[src/rtl/tda_pkg.sv]
// Shared types for the shader thread dispatch arbiter.
// Assumes three thread types and two execution slots per SIMD.
package tda_pkg;
    localparam int NTYPE = 3;
    localparam int NSLOT = 2;
    localparam int TY_W  = 2;

    // Type codes; their numeric order is also the tie-break order (higher wins).
    localparam logic [TY_W-1:0] TY_VERTEX   = 2'd0;
    localparam logic [TY_W-1:0] TY_GEOMETRY = 2'd1;
    localparam logic [TY_W-1:0] TY_PIXEL    = 2'd2;

    typedef enum logic [1:0] {
        ENT_FREE  = 2'd0,
        ENT_READY = 2'd1,
        ENT_RUN   = 2'd2,
        ENT_SLEEP = 2'd3
    } ent_state_e;

    typedef enum logic [1:0] {
        SL_IDLE = 2'd0,
        SL_RUN  = 2'd1,
        SL_SAVE = 2'd2
    } slot_state_e;
endpackage

[src/rtl/tda_queue.sv]
// Per-type thread queue.
// Holds QDEPTH thread entries. Each entry stays resident from enqueue until its
// thread completes, and carries a state, an id, a saturating age and a resumable flag.
// Assumes the event masks from the top are mutually exclusive per entry
// and only target entries in the matching state.
module tda_queue
    import tda_pkg::*;
#(
    parameter int QDEPTH = 16,
    parameter int ID_W   = 8,
    parameter int AGE_W  = 4,
    localparam int IDX_W = $clog2(QDEPTH)
) (
    input  logic                         clk,
    input  logic                         rst_n,
    input  logic                         enq_valid,
    input  logic [ID_W-1:0]              enq_id,
    input  logic [QDEPTH-1:0]            grant_mask,
    input  logic [QDEPTH-1:0]            free_mask,
    input  logic [QDEPTH-1:0]            sleep_mask,
    input  logic [QDEPTH-1:0]            ret_mask,
    input  logic                         wake_valid,
    input  logic [IDX_W-1:0]             wake_idx,
    output logic                         enq_ready,
    output logic [QDEPTH-1:0]            elig_o,
    output logic [QDEPTH-1:0][AGE_W-1:0] age_o,
    output logic [QDEPTH-1:0][ID_W-1:0]  id_o,
    output logic [QDEPTH-1:0]            resum_o
);
    localparam logic [AGE_W-1:0] AGE_MAX = '1;

    ent_state_e              st  [QDEPTH];
    logic [AGE_W-1:0]        age [QDEPTH];
    logic [ID_W-1:0]         tid [QDEPTH];
    logic [QDEPTH-1:0]       resum;
    logic                    enq_hit;
    logic [IDX_W-1:0]        enq_sel;

    // Find the lowest-numbered free entry for an incoming thread.
    always_comb begin
        enq_hit = 1'b0;
        enq_sel = '0;
        for (int i = QDEPTH-1; i >= 0; i--) begin
            if (st[i] == ENT_FREE) begin
                enq_hit = 1'b1;
                enq_sel = IDX_W'(i);
            end
        end
    end

    assign enq_ready = enq_hit;

    // Expose per-entry view to the picker.
    always_comb begin
        for (int i = 0; i < QDEPTH; i++) begin
            elig_o[i] = (st[i] == ENT_READY);
            age_o[i]  = age[i];
            id_o[i]   = tid[i];
        end
        resum_o = resum;
    end

    // Entry state, age and flag updates.
    always_ff @(posedge clk) begin
        if (!rst_n) begin
            for (int i = 0; i < QDEPTH; i++) begin
                st[i]  <= ENT_FREE;
                age[i] <= '0;
                tid[i] <= '0;
            end
            resum <= '0;
        end else begin
            for (int i = 0; i < QDEPTH; i++) begin
                if (enq_valid && enq_hit && enq_sel == IDX_W'(i)) begin
                    st[i]    <= ENT_READY;
                    tid[i]   <= enq_id;
                    age[i]   <= '0;
                    resum[i] <= 1'b0;
                end else if (free_mask[i]) begin
                    st[i]    <= ENT_FREE;
                end else if (grant_mask[i]) begin
                    st[i]    <= ENT_RUN;
                    age[i]   <= '0;
                    resum[i] <= 1'b0;
                end else if (sleep_mask[i]) begin
                    st[i]    <= ENT_SLEEP;
                    resum[i] <= 1'b1;
                end else if (ret_mask[i]) begin
                    st[i]    <= ENT_READY;
                    age[i]   <= '0;
                    resum[i] <= 1'b1;
                end else if (wake_valid && wake_idx == IDX_W'(i) && st[i] == ENT_SLEEP) begin
                    st[i]    <= ENT_READY;
                    age[i]   <= '0;
                end else if (st[i] == ENT_READY && age[i] != AGE_MAX) begin
                    age[i]   <= age[i] + 1'b1;
                end
            end
        end
    end

    // a full queue with no completion stays full through a dropped enqueue.
    a_r2_full_drop: assert property (@(posedge clk) disable iff (!rst_n)
        (!enq_ready && enq_valid && free_mask == '0) |=> !enq_ready);

    for (genvar gi = 0; gi < QDEPTH; gi++) begin : g_age_chk
        // a waiting entry at maximum age does not wrap.
        a_r5_age_sat: assert property (@(posedge clk) disable iff (!rst_n)
            (elig_o[gi] && age_o[gi] == AGE_MAX && !grant_mask[gi]) |=> age_o[gi] == AGE_MAX);
    end
endmodule

[src/rtl/tda_pick.sv]
// Maximum-key picker over all candidates of all queues.
// Keys are unique among candidates (they embed type and index),
// so the result does not depend on the scan order.
module tda_pick #(
    parameter int N     = 48,
    parameter int KEY_W = 11,
    localparam int SEL_W = $clog2(N)
) (
    input  logic [N-1:0]            cand,
    input  logic [N-1:0][KEY_W-1:0] key,
    input  logic [N-1:0]            excl,
    output logic                    found,
    output logic [SEL_W-1:0]        sel
);
    logic [KEY_W-1:0] best;

    // Linear scan keeping the largest key among non-excluded candidates.
    always_comb begin
        found = 1'b0;
        sel   = '0;
        best  = '0;
        for (int g = 0; g < N; g++) begin
            if (cand[g] && !excl[g] && (!found || key[g] > best)) begin
                found = 1'b1;
                sel   = SEL_W'(g);
                best  = key[g];
            end
        end
    end
endmodule

[src/rtl/tda_slot.sv]
// One execution slot: idle, running a thread, or saving it for pre-emption.
// Done and sleep are honoured only while running, and done wins over sleep.
// A pre-emption request is dropped if done or sleep arrives in the same cycle.
module tda_slot
    import tda_pkg::*;
#(
    parameter int ID_W  = 8,
    parameter int IDX_W = 4
) (
    input  logic              clk,
    input  logic              rst_n,
    input  logic              gnt_en,
    input  logic [TY_W-1:0]   gnt_type,
    input  logic [IDX_W-1:0]  gnt_idx,
    input  logic [ID_W-1:0]   gnt_id,
    input  logic              done,
    input  logic              sleep,
    input  logic              pre_start,
    input  logic              save_ack,
    output slot_state_e       st_o,
    output logic [TY_W-1:0]   cur_type,
    output logic [IDX_W-1:0]  cur_idx,
    output logic [ID_W-1:0]   cur_id,
    output logic              ev_done,
    output logic              ev_sleep,
    output logic              ev_ret
);
    slot_state_e st;

    assign st_o     = st;
    assign ev_done  = (st == SL_RUN) && done;
    assign ev_sleep = (st == SL_RUN) && sleep && !done;
    assign ev_ret   = (st == SL_SAVE) && save_ack;

    // Slot state machine and capture of the running thread.
    always_ff @(posedge clk) begin
        if (!rst_n) begin
            st       <= SL_IDLE;
            cur_type <= '0;
            cur_idx  <= '0;
            cur_id   <= '0;
        end else begin
            case (st)
                SL_IDLE: if (gnt_en) begin
                    st       <= SL_RUN;
                    cur_type <= gnt_type;
                    cur_idx  <= gnt_idx;
                    cur_id   <= gnt_id;
                end
                SL_RUN: begin
                    if (done || sleep) st <= SL_IDLE;
                    else if (pre_start) st <= SL_SAVE;
                end
                SL_SAVE: if (save_ack) st <= SL_IDLE;
                default: st <= SL_IDLE;
            endcase
        end
    end

    // completing a running thread leaves the slot idle.
    a_r6_done_idle: assert property (@(posedge clk) disable iff (!rst_n)
        (st == SL_RUN && done) |=> st == SL_IDLE);
endmodule

[src/rtl/thread_dispatch_arb.sv]
// Shader thread dispatch arbiter: three per-type queues, two slots,
// score = weight + age with type tie-break, and weight-based pre-emption
// through a save handshake. Grants are combinational from registered state and cfg_weight.
module thread_dispatch_arb
    import tda_pkg::*;
#(
    parameter int QDEPTH = 16,
    parameter int ID_W   = 8,
    parameter int AGE_W  = 4,
    parameter int WT_W   = 4,
    localparam int IDX_W = $clog2(QDEPTH)
) (
    input  logic                   clk,
    input  logic                   rst_n,
    input  logic [3*WT_W-1:0]      cfg_weight,
    input  logic [2:0]             enq_valid,
    input  logic [3*ID_W-1:0]      enq_id,
    output logic [2:0]             enq_ready,
    input  logic                   wake_valid,
    input  logic [1:0]             wake_type,
    input  logic [IDX_W-1:0]       wake_idx,
    input  logic [1:0]             slot_done,
    input  logic [1:0]             slot_sleep,
    output logic [1:0]             gnt_valid,
    output logic [3:0]             gnt_type,
    output logic [2*IDX_W-1:0]     gnt_idx,
    output logic [2*ID_W-1:0]      gnt_id,
    output logic [1:0]             gnt_resume,
    output logic [1:0]             save_req,
    output logic [2*ID_W-1:0]      save_id,
    output logic [3:0]             save_type,
    output logic [2*IDX_W-1:0]     save_idx,
    input  logic [1:0]             save_ack
);
    localparam int SC_W  = ((WT_W > AGE_W) ? WT_W : AGE_W) + 1;
    localparam int KEY_W = SC_W + TY_W + IDX_W;
    localparam int NCAND = NTYPE * QDEPTH;
    localparam int SEL_W = $clog2(NCAND);

    logic [WT_W-1:0]                wt     [NTYPE];
    logic [QDEPTH-1:0]              elig   [NTYPE];
    logic [QDEPTH-1:0][AGE_W-1:0]   qage   [NTYPE];
    logic [QDEPTH-1:0][ID_W-1:0]    qid    [NTYPE];
    logic [QDEPTH-1:0]              qres   [NTYPE];
    logic [QDEPTH-1:0]              gm     [NTYPE];
    logic [QDEPTH-1:0]              fm     [NTYPE];
    logic [QDEPTH-1:0]              sm     [NTYPE];
    logic [QDEPTH-1:0]              rm     [NTYPE];

    logic [NCAND-1:0]               cand;
    logic [NCAND-1:0][KEY_W-1:0]    key;
    logic [NCAND-1:0]               excl1;
    logic                           f0, f1;
    logic [SEL_W-1:0]               sel0, sel1;

    slot_state_e                    sst    [NSLOT];
    logic [TY_W-1:0]                ctype  [NSLOT];
    logic [IDX_W-1:0]               cidx   [NSLOT];
    logic [ID_W-1:0]                cid    [NSLOT];
    logic [NSLOT-1:0]               ev_done, ev_sleep, ev_ret, pre_start, idle;
    logic [SEL_W-1:0]               gsel   [NSLOT];
    logic [TY_W-1:0]                gty    [NSLOT];
    logic [IDX_W-1:0]               gix    [NSLOT];
    logic [ID_W-1:0]                gidv   [NSLOT];
    logic [NSLOT-1:0]               gres;

    logic [TY_W-1:0]                p_type;
    logic [WT_W-1:0]                p_wt, rw0, rw1, rwmin;
    logic                           all_run, tgt;

    // Per-type weight fields.
    for (genvar t = 0; t < NTYPE; t++) begin : g_wt
        assign wt[t] = cfg_weight[t*WT_W +: WT_W];
    end

    // One queue per thread type.
    for (genvar t = 0; t < NTYPE; t++) begin : g_q
        tda_queue #(.QDEPTH(QDEPTH), .ID_W(ID_W), .AGE_W(AGE_W)) u_q (
            .clk        (clk),
            .rst_n      (rst_n),
            .enq_valid  (enq_valid[t]),
            .enq_id     (enq_id[t*ID_W +: ID_W]),
            .grant_mask (gm[t]),
            .free_mask  (fm[t]),
            .sleep_mask (sm[t]),
            .ret_mask   (rm[t]),
            .wake_valid (wake_valid && wake_type == TY_W'(t)),
            .wake_idx   (wake_idx),
            .enq_ready  (enq_ready[t]),
            .elig_o     (elig[t]),
            .age_o      (qage[t]),
            .id_o       (qid[t]),
            .resum_o    (qres[t])
        );
    end

    // Build candidate keys: {score, type, inverted index}.
    always_comb begin
        for (int t = 0; t < NTYPE; t++) begin
            for (int i = 0; i < QDEPTH; i++) begin
                cand[t*QDEPTH+i] = elig[t][i];
                key[t*QDEPTH+i]  = {SC_W'(wt[t]) + SC_W'(qage[t][i]), TY_W'(t), ~IDX_W'(i)};
            end
        end
    end

    // Exclude the first pick from the second.
    always_comb begin
        excl1 = '0;
        if (f0) excl1[sel0] = 1'b1;
    end

    tda_pick #(.N(NCAND), .KEY_W(KEY_W)) u_pick0 (
        .cand (cand), .key (key), .excl ('0), .found (f0), .sel (sel0)
    );

    tda_pick #(.N(NCAND), .KEY_W(KEY_W)) u_pick1 (
        .cand (cand), .key (key), .excl (excl1), .found (f1), .sel (sel1)
    );

    // Route picks to idle slots: slot 0 first, slot 1 takes the best if slot 0 is busy.
    always_comb begin
        for (int s = 0; s < NSLOT; s++) idle[s] = (sst[s] == SL_IDLE);
        gnt_valid[0] = idle[0] && f0;
        gnt_valid[1] = idle[1] && (idle[0] ? f1 : f0);
        gsel[0] = sel0;
        gsel[1] = idle[0] ? sel1 : sel0;
        for (int s = 0; s < NSLOT; s++) begin
            gty[s]  = TY_W'(int'(gsel[s]) / QDEPTH);
            gix[s]  = IDX_W'(int'(gsel[s]) % QDEPTH);
            gidv[s] = '0;
            gres[s] = 1'b0;
            for (int t = 0; t < NTYPE; t++) begin
                if (gty[s] == TY_W'(t)) begin
                    gidv[s] = qid[t][gix[s]];
                    gres[s] = qres[t][gix[s]];
                end
            end
        end
    end

    // Pre-emption decision against the lower-weight running thread.
    always_comb begin
        p_type = TY_W'(int'(sel0) / QDEPTH);
        p_wt = '0; rw0 = '0; rw1 = '0;
        for (int t = 0; t < NTYPE; t++) begin
            if (p_type == TY_W'(t))   p_wt = wt[t];
            if (ctype[0] == TY_W'(t)) rw0  = wt[t];
            if (ctype[1] == TY_W'(t)) rw1  = wt[t];
        end
        all_run   = (sst[0] == SL_RUN) && (sst[1] == SL_RUN);
        tgt       = (rw1 < rw0);
        rwmin     = tgt ? rw1 : rw0;
        pre_start = '0;
        if (all_run && f0 && p_wt > rwmin) pre_start[tgt] = 1'b1;
    end

    // Translate slot events into per-queue entry masks.
    always_comb begin
        for (int t = 0; t < NTYPE; t++) begin
            gm[t] = '0; fm[t] = '0; sm[t] = '0; rm[t] = '0;
            for (int s = 0; s < NSLOT; s++) begin
                if (gnt_valid[s] && gty[s] == TY_W'(t))   gm[t][gix[s]]  = 1'b1;
                if (ev_done[s]   && ctype[s] == TY_W'(t)) fm[t][cidx[s]] = 1'b1;
                if (ev_sleep[s]  && ctype[s] == TY_W'(t)) sm[t][cidx[s]] = 1'b1;
                if (ev_ret[s]    && ctype[s] == TY_W'(t)) rm[t][cidx[s]] = 1'b1;
            end
        end
    end

    // Two execution slots with their output fields.
    for (genvar s = 0; s < NSLOT; s++) begin : g_slot
        tda_slot #(.ID_W(ID_W), .IDX_W(IDX_W)) u_slot (
            .clk       (clk),
            .rst_n     (rst_n),
            .gnt_en    (gnt_valid[s]),
            .gnt_type  (gty[s]),
            .gnt_idx   (gix[s]),
            .gnt_id    (gidv[s]),
            .done      (slot_done[s]),
            .sleep     (slot_sleep[s]),
            .pre_start (pre_start[s]),
            .save_ack  (save_ack[s]),
            .st_o      (sst[s]),
            .cur_type  (ctype[s]),
            .cur_idx   (cidx[s]),
            .cur_id    (cid[s]),
            .ev_done   (ev_done[s]),
            .ev_sleep  (ev_sleep[s]),
            .ev_ret    (ev_ret[s])
        );

        assign gnt_type[s*TY_W +: TY_W]   = gty[s];
        assign gnt_idx[s*IDX_W +: IDX_W]  = gix[s];
        assign gnt_id[s*ID_W +: ID_W]     = gidv[s];
        assign gnt_resume[s]              = gnt_valid[s] && gres[s];
        assign save_req[s]                = (sst[s] == SL_SAVE);
        assign save_id[s*ID_W +: ID_W]    = cid[s];
        assign save_type[s*TY_W +: TY_W]  = ctype[s];
        assign save_idx[s*IDX_W +: IDX_W] = cidx[s];

        // a slot being saved receives no grant.
        a_r9_no_grant_saving: assert property (@(posedge clk) disable iff (!rst_n)
            save_req[s] |-> !gnt_valid[s]);

        // the save request holds with a stable id until acknowledged.
        a_r9_save_hold: assert property (@(posedge clk) disable iff (!rst_n)
            (save_req[s] && !save_ack[s]) |=> (save_req[s] && $stable(save_id[s*ID_W +: ID_W])));

        // a save only starts when both slots were running.
        a_r8_save_start: assert property (@(posedge clk) disable iff (!rst_n)
            $rose(save_req[s]) |-> $past(all_run));
    end

    // the two grants of one cycle never name the same entry.
    a_r4_distinct: assert property (@(posedge clk) disable iff (!rst_n)
        (gnt_valid == 2'b11) |-> (gsel[0] != gsel[1]));
endmodule

[config.mk]
export PLATFORM = sky130hd
export DESIGN_NAME = thread_dispatch_arb
export DESIGN_NICKNAME = d
export VERILOG_FILES = /design/src/rtl/tda_pkg.sv /design/src/rtl/tda_queue.sv /design/src/rtl/tda_pick.sv /design/src/rtl/tda_slot.sv /design/src/rtl/thread_dispatch_arb.sv
export SDC_FILE = /design/constraint.sdc
export NUM_CORES = 2
export LEC_CHECK = 0
export BUFFER_PORTS_ARGS = -buffer_cell sky130_fd_sc_hd__buf_4
export CORE_MARGIN = 2
export CORE_UTILIZATION = 45
export DETAILED_ROUTE_END_ITERATION = 12
export REMOVE_ABC_BUFFERS = 1
export SYNTH_ARGS = -nofsm -noshare
export SYNTH_HDL_FRONTEND = slang
export SYNTH_SLANG_ARGS = --single-unit
[constraint.sdc]
create_clock -name clk -period 296.1 [get_ports clk]
set_clock_uncertainty 0.15 [all_clocks]
set_input_delay 44.415 -clock clk [delete_from_list [all_inputs] [get_ports clk]]
set_output_delay 44.415 -clock clk [all_outputs]
set_load 0.03 [all_outputs]
==> results.py <==
metrics = {
    "synth": {
        "async_reset_ff_share_pct": 0,
        "synthDistinctLibCells": 127,
        "ys_seq_area_share_pct": 30.19,
        "synth-edff-count": 672,
        "ys_top_cells_by_area": "edfxtp_1, ha_1, nor2_1, nand2_1, a21oi_1",
        "synth_top_area_cell": "edfxtp_1",
        "synth_seq_cells": 752,
        "yosysWarnings": 0,
        "synthesis.area_sq_mm": 0.07214,
        "synth-main-ff-cell": "edfxtp_1",
        "yosysMostFrequentCell": "nor2_1",
        "synth_top_area_share_pct": 27.97,
        "syn_inst": 8610,
        "avgSynthCellArea_sq_um": 8.379,
        "yosys-top-cells-count": "nor2_1, nand2_1, ha_1, edfxtp_1, a21oi_1",
    },
    "cells_and_area": {
        "fin_nets": 9461,
        "area_delta_synth_final_pct": 9.402,
        "drive_gt1_share_pct": 8.241,
        "fillers": 15380,
    },
    "die": {
        "dieArea_sq_mm": 0.1635,
        "start_util_pct": 45.44,
        "fp.coreArea_sq_mm": 0.1587,
        "die_x_um": 404.4,
        "row_count": 146,
        "die_y_um": 404.4,
        "ios": 119,
    },
    "routing": {
        "num_vias": 74700,
        "routed_wl_um": 357900,
        "antenna_left": 0,
        "drt_iter0_markers": 10790,
        "viasPerCell": 6.913,
        "drc": 0,
        "wl_per_cell_um": 33.13,
        "drt_pass1_iterations": 9,
    },
    "global_routing": {
        "grtUsageTotal_pct": 42.30,
        "grt_pass1_vias": 68500,
        "grt_overflow": 0,
        "grt_max_degree": 67,
        "antenna_found_initial": 10,
        "grt_pass1_wl_um": 500900,
    },
    "worst_setup_path": {
        "critPathBufInv": 47,
        "crit_path_top_delay_cell": "nor4_1",
        "cp-end-kind": "output port",
        "cpMostUsedCell": "ha_1",
        "critPathKind": "in -> out",
        "worstSetupStartpointType": "input pin",
        "crit_fanout": 54,
        "critical_path.top_delay_family": "compound AO/OA/AOI/OAI gates",
        "critPathArrivalTime_ns": 237.08,
        "critPathMaxStageDelay_ns": 1.13,
        "worst_ep_required_time_ns": 251.53,
    },
    "job": {
        "cap_violations": 1,
    },
    "clock_network": {
        "cts_tree": "built",
        "htreeDepth": 3,
        "clock_sinks": 752,
        "clock_latency_ns": 0.75,
        "ctsHoldBuffers": 0,
        "cts-resized-gates": 0,
        "cts_buffers": 89,
        "cts_setup_buffers": 0,
        "cts-root-buf": "clkbuf_16",
        "cts.path.max_buffers": 3,
        "cts.clk_slew.worst_paths_ns": 0.06,
    },
    "sta": {
        "slew_headroom_pct": 0.9961,
        "period_needed_ns": 281.64,
        "max_freq_mhz": 3.551,
        "fin_crit_sh_pct": 95.12,
        "finalHoldViolCount": 0,
        "setup_viol": 0,
        "worst_pin_slew_ns": 1.480,
        "rsz0062_at_grt": "no",
        "drv_slew": 0,
        "setup_tns_ns": 0,
    },
    "place": {
        "place.detailed.hpwl_um": 278400,
        "io_buffers": 118,
        "gp_congestion": 1.054,
    },
    "outcome": {
        "status": "complete, but fails checks",
        "violations": "max-capacitance violations",
    },
    "worst_hold_path": {
        "min_path_type": "reg -> reg",
    },
}
-- worst paths after layout --
check                                                 from                    endpoint  slack, ns  cells past startpoint
worst min register to register  g_slot[0].u_slot.cur_id[1]  g_slot[0].u_slot.cur_id[1]       0.31                      2
worst min-delay path            g_slot[0].u_slot.cur_id[1]  g_slot[0].u_slot.cur_id[1]       0.31                      2
worst max-delay path                         cfg_weight[1]                  gnt_id[13]      14.46                    935
worst max register to register        g_q[0].u_q.age[0][0]       g_q[1].u_q.age[0][25]     102.28                    792
-- logic make-up after synthesis --
kind of cell / count (synthesis) / share of synthesized area, %
and+or+nand+nor: 3286 / 20.85
muxes: 351 / 5.176
AOI/OAI and AO/OA: 2554 / 23.84
adders and majority gates: 760 / 13.68
DFF: 752 / 30.19
xor gates and xnor gates: 190 / 2.307
buffers and inverters: 717 / 3.956
-- layout make-up --
type	count	area [sq um]	area share, %
Inverter	361	1363	1.726
Clock inverter	56	740.7	0.9385
Antenna cell	8	20.02	0.02537
Multi-Input combinational cell	7141	47730	60.48
Timing Repair Buffer	303	2275	2.882
Clock buffer	112	2416	3.061
Sequential cell	752	21780	27.60
Tap cell	2072	2592	3.285
-- tightest hold or removal path, stage by stage, from the launching register on --
cell	delay, ns
dfxtp_1	0.31
nand2_1	0.05
a21oi_1	0.05
-- sequential cells by signal, summed over array words and instances, names as in the netlist --
name / cells
g_slot.u_slot.cur_id: 16
g_q.u_q.tid: 384
g_q.u_q.st: 96
g_q.u_q.age: 192
g_slot.u_slot.cur_idx: 8
g_slot.u_slot.st_o: 4
g_slot.u_slot.cur_type: 4
g_q.u_q.resum_o: 48
-- through the flow --
step           area, sq um  utilization, %  hold WS (ns)  cells  setup slack (ns)
2_1_floorplan        70640               -        0.2869   8254             45.99
3_3_place_gp         75750           47.72        0.2967  10630             22.81
3_5_place_dp         75750           47.72        0.3032  10630             19.70
4_1_cts              78900           49.70        0.3140  10800             19.06
5_1_grt              78900           49.71        0.3339  10800            0.3637
6_report             78920           49.72        0.3134  10810             14.46
-- per-layer routing --
metal  wire, um  part of all wire [%]  track usage [%]  vias to the layer above
met2     145100                    41            60.26                     5059
met4      25190                   7.0            25.10                        4
li1           -                     -                -                    32410
met1     146000                    41            58.01                    36230
met5         29                0.0081                0                        -
met3      41590                    12            9.892                      995
-- cell usage in the layout (no fill, tap or decap), drive strengths merged, types with 41 or more instances in the layout --
cell and instances:
o21a 107, a22oi 102, edfxtp 672, a221oi 108, o211ai 57, nand4 93
fa 48, ha 711, inv 361, xnor2 93, o31ai 65, a31oi 99
nor2 1045, and2 58, dfxtp 80, nor3 168, o22ai 230, clkinv 41
a21oi 639, a211oi 77, clkbuf 112, o21ai 390, nand2b 116, nand3 372
a21o 271, xor2 97, mux2i 241, nor2b 99, or2 47, and3 80
mux2 103, buf 303, nor4 41, nand2 1021
Power is not shown: default switching activity piles up to over one toggle a cycle in this logic, so the estimate is an artifact.
